**src/rtl/alm_pkg.sv**
```systemverilog
package alm_pkg;

    localparam int NFIELD = 5;
    localparam int RPT_W  = 5;

    localparam logic [2:0] AD_RPT = 3'd5;
    localparam logic [2:0] AD_CTL = 3'd6;
    localparam int DAY_IDX = 3;

    typedef enum logic [1:0] {
        ST_OFF  = 2'd0,
        ST_IDLE = 2'd1,
        ST_HELD = 2'd2
    } alm_state_e;

    // Maps the repeat code to a compare mask; bit 0 = second ... bit 4 = month.
    function automatic logic [NFIELD-1:0] rpt_to_mask(input logic [RPT_W-1:0] code);
        logic [NFIELD-1:0] m;
        case (code)
            5'b11111: m = 5'b00000;
            5'b11110: m = 5'b00001;
            5'b11100: m = 5'b00011;
            5'b11000: m = 5'b00111;
            5'b10000: m = 5'b01111;
            5'b00000: m = 5'b11111;
            default:  m = 5'b00000; // unlisted: fire every strobe
        endcase
        return m;
    endfunction

endpackage

```
**src/rtl/alm_regs.sv**
```systemverilog
module alm_regs
    import alm_pkg::*;
#(
    parameter int FIELD_W = 8
) (
    input  logic                            clk,
    input  logic                            rst_n,
    input  logic                            wr_en,
    input  logic [2:0]                      wr_addr,
    input  logic [FIELD_W-1:0]              wr_data,
    output logic [NFIELD-1:0][FIELD_W-1:0]  alm_val,
    output logic [RPT_W-1:0]                rpt,
    output logic                            int_en,
    output logic                            bk_en
);

    always_ff @(posedge clk or negedge rst_n) begin
        if (!rst_n) begin
            alm_val <= '0;
            rpt     <= '0;
            int_en  <= 1'b0;
            bk_en   <= 1'b0;
        end else if (wr_en) begin
            for (int i = 0; i < NFIELD; i++) begin
                if (wr_addr == 3'(i)) alm_val[i] <= wr_data;
            end
            if (wr_addr == AD_RPT) rpt <= wr_data[RPT_W-1:0];
            if (wr_addr == AD_CTL) begin
                int_en <= wr_data[0];
                bk_en  <= wr_data[1];
            end
        end
    end

endmodule

```
**src/rtl/alm_compare.sv**
```systemverilog
module alm_compare
    import alm_pkg::*;
#(
    parameter int FIELD_W = 8
) (
    input  logic                            upd_stb,
    input  logic [NFIELD-1:0][FIELD_W-1:0]  cur_t,
    input  logic [NFIELD-1:0][FIELD_W-1:0]  alm_val,
    input  logic [RPT_W-1:0]                rpt,
    output logic                            hit,
    output logic                            disabled
);

    logic [NFIELD-1:0] mask;
    logic [NFIELD-1:0] eq;

    assign mask = rpt_to_mask(rpt);

    for (genvar i = 0; i < NFIELD; i++) begin : g_fld
        assign eq[i] = !mask[i] || (cur_t[i] == alm_val[i]);
    end

    assign disabled = (alm_val[DAY_IDX] == '0) && (rpt == '0);
    assign hit      = upd_stb && !disabled && (&eq);

endmodule

```
**src/rtl/alm_ctrl.sv**
```systemverilog
module alm_ctrl
    import alm_pkg::*;
(
    input  logic clk,
    input  logic rst_n,
    input  logic hit,
    input  logic disabled,
    input  logic flag_rd,
    input  logic int_en,
    input  logic bk_en,
    input  logic backup,
    output logic alarm_flag,
    output logic irq_n
);

    alm_state_e state, state_nx;

    always_ff @(posedge clk or negedge rst_n) begin
        if (!rst_n) state <= ST_OFF;
        else        state <= state_nx;
    end

    always_comb begin
        state_nx = state;
        unique case (state)
            ST_OFF: begin
                if (hit)            state_nx = ST_HELD;  // match
                else if (!disabled) state_nx = ST_IDLE;  // arm
            end
            ST_IDLE: begin
                if (hit)           state_nx = ST_HELD;   // match
                else if (disabled) state_nx = ST_OFF;    // disarm
            end
            ST_HELD: begin
                if (hit)          state_nx = ST_HELD;    // rematch wins over read
                else if (flag_rd) state_nx = disabled ? ST_OFF : ST_IDLE; // acknowledge
            end
            default: state_nx = ST_OFF;
        endcase
    end

    always_comb begin
        alarm_flag = (state == ST_HELD);
        irq_n      = !(alarm_flag && int_en && (!backup || bk_en));
    end

endmodule

```
**src/rtl/alarm_match_unit.sv**
```systemverilog
module alarm_match_unit
    import alm_pkg::*;
#(
    parameter int FIELD_W = 8
) (
    input  logic               clk,
    input  logic               rst_n,
    input  logic               upd_stb,
    input  logic [FIELD_W-1:0] cur_sec,
    input  logic [FIELD_W-1:0] cur_min,
    input  logic [FIELD_W-1:0] cur_hour,
    input  logic [FIELD_W-1:0] cur_date,
    input  logic [FIELD_W-1:0] cur_mon,
    input  logic               wr_en,
    input  logic [2:0]         wr_addr,
    input  logic [FIELD_W-1:0] wr_data,
    input  logic               flag_rd,
    input  logic               backup,
    output logic               alarm_flag,
    output logic               irq_n
);

    logic [NFIELD-1:0][FIELD_W-1:0] cur_t;
    logic [NFIELD-1:0][FIELD_W-1:0] alm_val;
    logic [RPT_W-1:0]               rpt;
    logic                           int_en;
    logic                           bk_en;
    logic                           hit;
    logic                           disabled;

    assign cur_t = {cur_mon, cur_date, cur_hour, cur_min, cur_sec};

    alm_regs #(.FIELD_W(FIELD_W)) u_regs (
        .clk     (clk),
        .rst_n   (rst_n),
        .wr_en   (wr_en),
        .wr_addr (wr_addr),
        .wr_data (wr_data),
        .alm_val (alm_val),
        .rpt     (rpt),
        .int_en  (int_en),
        .bk_en   (bk_en)
    );

    alm_compare #(.FIELD_W(FIELD_W)) u_cmp (
        .upd_stb  (upd_stb),
        .cur_t    (cur_t),
        .alm_val  (alm_val),
        .rpt      (rpt),
        .hit      (hit),
        .disabled (disabled)
    );

    alm_ctrl u_ctrl (
        .clk        (clk),
        .rst_n      (rst_n),
        .hit        (hit),
        .disabled   (disabled),
        .flag_rd    (flag_rd),
        .int_en     (int_en),
        .bk_en      (bk_en),
        .backup     (backup),
        .alarm_flag (alarm_flag),
        .irq_n      (irq_n)
    );

endmodule

```
**config.mk**
```make
export PLATFORM = sky130hd
export DESIGN_NAME = alarm_match_unit
export DESIGN_NICKNAME = d
export VERILOG_FILES = /design/src/rtl/alm_pkg.sv /design/src/rtl/alm_regs.sv /design/src/rtl/alm_compare.sv /design/src/rtl/alm_ctrl.sv /design/src/rtl/alarm_match_unit.sv
export SDC_FILE = /design/constraint.sdc
export NUM_CORES = 1
export LEC_CHECK = 0
export CORE_ASPECT_RATIO = 2
export CORE_MARGIN = 2
export CORE_UTILIZATION = 40
export DETAILED_ROUTE_END_ITERATION = 10
export GPL_TIMING_DRIVEN = 0
export PLACE_DENSITY = 0.67
export SYNTH_ARGS = -nofsm -noshare
export SYNTH_HDL_FRONTEND = slang
export SYNTH_SLANG_ARGS = --single-unit
```
**constraint.sdc**
```tcl
create_clock -name clk -period 4.1 [get_ports clk]
set_input_delay 0.615 -clock clk [delete_from_list [all_inputs] [get_ports clk]]
set_output_delay 0.615 -clock clk [all_outputs]
set_load 0.02 [all_outputs]
```
---- After elaboration in Yosys (flattened, before gate mapping) ----
Index checks and enable logic that the tools add are counted.
word-level totals
  register bits ........................... 49
  input port bits ......................... 57
  output and inout bits ................... 2
  word-level logic and storage cells ...... 70
operators by class
  equality and inequality tests ........... 20
  muxes and demuxes ....................... 9
  reduce and logical (&&, ||, !) cells .... 32
operators by type and width
  cell                                                             number
  8-bit == test                                                    5
  5-bit case mux with 5 select lines                               1
  5-bit == test, second input constant                             4
  2-bit AND reduction                                              7
  2-bit 2-to-1 mux                                                 6
  3-bit == test, second input constant                             3
  1-bit zero test                                                  8
  8-bit zero test                                                  1
  3-bit by 2-bit == test with 1-bit output, second input constant  2
  1-bit logical OR                                                 6
  3-bit by 2-bit != test with 1-bit output, second input constant  2
  2-bit case mux with 3 select lines                               1
  1-bit logical AND                                                5
  5-bit zero test                                                  1
  5-bit AND reduction                                              1
  3-bit by 1-bit == test with 1-bit output, second input constant  1
  3-bit zero test                                                  1
  3-bit != test, second input constant                             1
  3-bit AND reduction                                              1
  2-bit by 1-bit == test with 1-bit output, second input constant  1
  2-bit == test, second input constant                             1
  2-bit zero test                                                  1
  1-bit 2-to-1 mux                                                 1

---- Longest topological paths before layout ----
  depth after elaboration ................. 8
  mapped depth ............................ 5
  gate-level depth less buffers ........... 5

---- Modules after synthesis ----
Synthesis repeated with hierarchy kept, for this count alone.
unflattened totals
  cell total of the unflattened synthesis .. 184
  area total of the unflattened synthesis .. 2468.6 µm²
by module, submodules not included
  module       times used  cells an instance  area an instance (µm²)
  alm_regs     1           104                1811.7
  alm_compare  1           71                 550.5
  alm_ctrl     1           9                  106.4

---- Least setup slack after synthesis ----
OpenSTA, ideal clock, no wires.
  kind .................................... input port to flip-flop
  from .................................... input wr_addr[1]
  to ...................................... register u_regs.alm_val[10] (netlist bit)
  setup time .............................. 0.125 ns
  data arrival time ....................... 1.569 ns
  required time ........................... 3.975 ns
  path slack .............................. 2.406 ns
  stages on the path ...................... 3
  buffers on the path ..................... 0
  path through ............................ nand2b_2 nor3b_4 mux2_2
between the ends
  word-level cells in the longest chain between the ends .. 2
ends and longest elaborated chain
  item                                      RTL line                text
  start: declaration                        alarm_match_unit.sv:15  input logic [2:0] wr_addr,
  3-bit by 1-bit == test with 1-bit output  alm_regs.sv:25          if (wr_addr == 3'(i)) alm_val[i] <= wr_data;
  2-bit AND reduction (no source line)      n/a
  end signal: indexed assignment            alm_regs.sv:25
  end: declaration                          alm_regs.sv:11          output logic [NFIELD-1:0][FIELD_W-1:0] alm_val,
Every way passes these cells.
A chain may end at the register's enable or synchronous reset.

---- Worst setup path after layout ----
  from .................................... input backup
  to ...................................... output irq_n
between the ends
  word-level cells in the longest chain between the ends .. 4
ends and longest elaborated chain
  item                RTL line                text
  start: declaration  alarm_match_unit.sv:18  input logic backup,
  1-bit zero test     alm_ctrl.sv:44          irq_n = !(alarm_flag && int_en && (!backup || bk_en));
  1-bit logical OR    alm_ctrl.sv:44
  1-bit logical AND   alm_ctrl.sv:44
  1-bit zero test     alm_ctrl.sv:44
  end: declaration    alarm_match_unit.sv:20  output logic irq_n
Every way passes these cells.

==> metrics.md <==
| Metric | Value |
|---|---|
| Status | `completed` |
| Die height | `between 100 and 150 µm` |
| Most frequent cells after synthesis | `49 x dfrtp_1, 47 x mux2_2, 32 x xnor2_1` |
| Slew Viols, Final | `0` |
| Fraction of layout cells with a size suffix above 1 | `0.2691` |
| Cells after Synth | `184` |
| Sequential area share after synthesis | `0.4975` |
| Flop2flop setup slack | `approximately 2.4 ns` |
| Initial antenna violation count | `0` |
| Vias | `about 1,700` |
| Switching power | `about 0.38 mW` |
| Pleak | `1.284 nW` |
| Diode count | `0` |
| Clk Latency, worst-skew pair | `0.28 ns` |
| Slowest CP cell | `clkdlybuf4s50_1` |
| Syn avg cell area | `13.40 µm²` |
| Switching Share | `0.2613` |
| Crit path max-delay family | `buffers and inverters` |
| Synth area leader | `dfrtp_1` |
| Post-synth ARST share | `1.000` |
| Worst hold path class | `in -> async` |
| Grt total ovfl | `0` |
| Final RePlAce weighted congestion | `0.8622` |
| Syn_nets | `241` |
| Reg2reg end | `u_ctrl.state[0]` |
| Die footprint | `0.006844 mm²` |
| CTS tree | `built` |
| Core box area | `0.006006 mm²` |
| Clock group share of total power | `0.292` |
| Yosys cell types | `29` |
| Internal power | `1.081 mW` |
| Iteration-0 DRC Markers | `32` |
| Worst setup margin | `1.696 ns` |
| Vias per inst | `around 5.3` |
| Final Hold Viols | `0` |
| Pwr Density | `446.6 mW/mm²` |
| Pin count of the biggest net entering global routing | `40` |
| Buf+Inv Stages, Crit Path | `2` |
| Core Rows | `40` |
| Post-CTS Resized | `0` |
| Slew @ Worst Pin | `0.4434 ns` |
| First-pass detailed-route iteration total | `4` |
| Top FF cell, synth | `dfrtp_1` |
| Initial Util | `0.4104` |
| Post-route ant nets | `0` |
| Most numerous cell in the Yosys netlist | `dfrtp_1` |
| Crit Path Class | `in -> out` |
| DRC Markers | `0` |
| H-tree levels | `2` |
| Crit path depth | `4` |
| # IOs | `59` |
| Minimum clock period | `2.404 ns` |
| # hold bufs at CTS | `0` |
| Area delta synth->final | `32.94%` |
| Global-route wire length before repair | `about 8300 µm` |
| Final setup violating endpoints | `0` |
| Unrepaired setup endpoints after global routing | `false` |
| Reg2Reg Launch Point | `u_regs.alm_val[37]` |
| CP startpoint | `backup` |
| Fill cells | `534` |
| DP Worst Slack | `1.695 ns` |
| WL/cell | `16.61 µm` |
| Fmax | `~0.42 GHz` |
| WP data arrival | `1.79 ns` |
| Setup TNS | `0 ns` |
| Crit path capture | `irq_n` |
| Synth top area share | `0.4975` |
| Relative slew slack | `0.7034` |
| Worst reg2reg path depth | `5` |
| Clock root cell | `clkbuf_16` |
| CTS Buf Count | `5` |
| Clock sinks | `49` |
| Post-CTS setup buffer count | `0` |
| Clock Path Buffers | `2` |
| Vias in the first global route | `1,701` |
| MaxCap Viol Count | `0` |
| Max Clock Skew | `between 0.003 and 0.004 ns` |
| Ys Warns | `0` |
| Peak VDD IR | `approximately 0.24 mV` |
| Peak fanout along the critical path | `1` |
| Final HPWL DP | `~4000 µm` |
| # port buffers | `56` |
| Max incr delay on CP | `around 0.59 ns` |
| Die width | `a little under 60 µm` |
| WP data required | `3.48 ns` |
| Synth top area cells | `dfrtp_1 50%, mux2_2 21%, xnor2_1 11%, xor2_1 2.8%, nand4_1 2.5%` |
| Post-Synthesis Cell Area | `about 0.0025 mm²` |
| Crit-path most repeated cell | `clkdlybuf4s50_1` |
| Worst setup SP type | `input port` |
| Number of flops mapped to enable cells by yosys | `0` |
| FF+latch count, synth | `49` |
| Clock slew at reported path FFs | `0.06 ns` |
| Fin crit share | `0.5863` |
| Worst-path cell chain | `clkdlybuf4s50_1 -> nand2b_1 -> nand3_1 -> clkdlybuf4s50_1` |
| GRT Resource Usage Total | `0.1674` |
| CP endpoint kind | `primary output` |
| Register share of total power | `0.467` |
| Nets | `between 300 and 400` |
| DRT Wirelength | `5183 µm` |
| Gate power share | `0.241` |
worst register-to-register path, cell delays in order, from the launching register on:
cell     delay (ns)
dfrtp_1        0.39
xor2_1         0.16
nor4_1         0.40
a21oi_1        0.16
o31a_1         0.27
o211a_1        0.20
cell usage in the layout (no fill, tap or decap), types with 2 or more instances in the layout:
| cell type | n |
|---|---|
| clkdlybuf4s50_1 | 55 |
| dfrtp_1 | 49 |
| mux2_2 | 47 |
| xnor2_1 | 32 |
| nand4_1 | 10 |
| xor2_1 | 8 |
| clkbuf_16 | 5 |
| buf_2 | 3 |
| nand4b_1 | 3 |
| nand2_1 | 3 |
| inv_1 | 3 |
| nor4_1 | 3 |
| nor3_4 | 2 |
| nor3b_4 | 2 |
| nor3_1 | 2 |
| o221ai_1 | 2 |
| a21oi_1 | 2 |
| clkbuf_8 | 2 |
power by group through the flow:
stage                     logic [mW]  clock network, mW  registers, mW
after floorplan                0.243                  0          0.673
after global placement         0.350                  0          0.688
after detailed placement       0.359                  0          0.694
after CTS                      0.360              0.435          0.684
after global routing           0.390              0.460          0.700
final                          0.353              0.427          0.683
flip-flops by register name, summed over array words and instances, names as in the netlist:
signal / cells
u_regs.alm_val: 40
u_regs.rpt: 5
u_ctrl.state: 2
u_regs.bk_en: 1
u_regs.int_en: 1
cell type report:
class / count / area (µm²) / area share
Sequential cell: 49 / 1226 / 0.3742
Tap cell: 63 / 78.83 / 0.02406
Multi-Input combinational cell: 130 / 1217 / 0.3715
Clock inverter: 1 / 5.005 / 0.001527
Clock buffer: 7 / 152.6 / 0.04658
Buffer: 2 / 10.01 / 0.003055
Timing Repair Buffer: 57 / 575.6 / 0.1756
Inverter: 3 / 11.26 / 0.003436
cells by family (layout without fill, tap and decap cells):
logic type / after synthesis / count (layout) / synth area share
flops: 49 / 49 / 0.4975
xor+xnor: 40 / 40 / 0.1421
compound gates: 10 / 10 / 0.03401
mux: 47 / 47 / 0.2147
buf+inv: 5 / 70 / 0.008629
simple gates: 33 / 33 / 0.1031
stage by stage:
step | power [mW] | cell area (µm²) | util | hold slack, ns | cells
floorplan | 0.9152 | 2465 | - | 0.3194 | 184
global placement | 1.038 | 3104 | 0.5169 | 0.4678 | 303
detailed placement | 1.053 | 3119 | 0.5194 | 0.4804 | 304
CTS | 1.479 | 3277 | 0.5456 | 0.2088 | 312
global route | 1.550 | 3277 | 0.5456 | 0.2117 | 312
finish | 1.464 | 3277 | 0.5456 | 0.2014 | 312
layer usage:
metal | share of wire | global-route usage | wire length [µm]
met1 | 0.39 | 0.1959 | 2036
met2 | 0.56 | 0.3011 | 2906
met3 | 0.026 | 0.01350 | 135
met4 | 0.020 | 0.07259 | 105
met5 | 0 | 0 | 0
how the worst min path moves through the flow:
stage                         endpoint  slack (ns)  cells past startpoint            start
floorplan              u_ctrl.state[0]        0.32                      0            rst_n
global placement       u_ctrl.state[1]        0.47                      1  u_ctrl.state[0]
CTS                 u_regs.alm_val[18]        0.21                      1            rst_n
finish              u_regs.alm_val[17]        0.20                      1            rst_n
global route        u_regs.alm_val[26]        0.21                      1            rst_n
detailed placement     u_ctrl.state[1]        0.48                      1  u_ctrl.state[0]
Power figures use the tool's default switching activity.
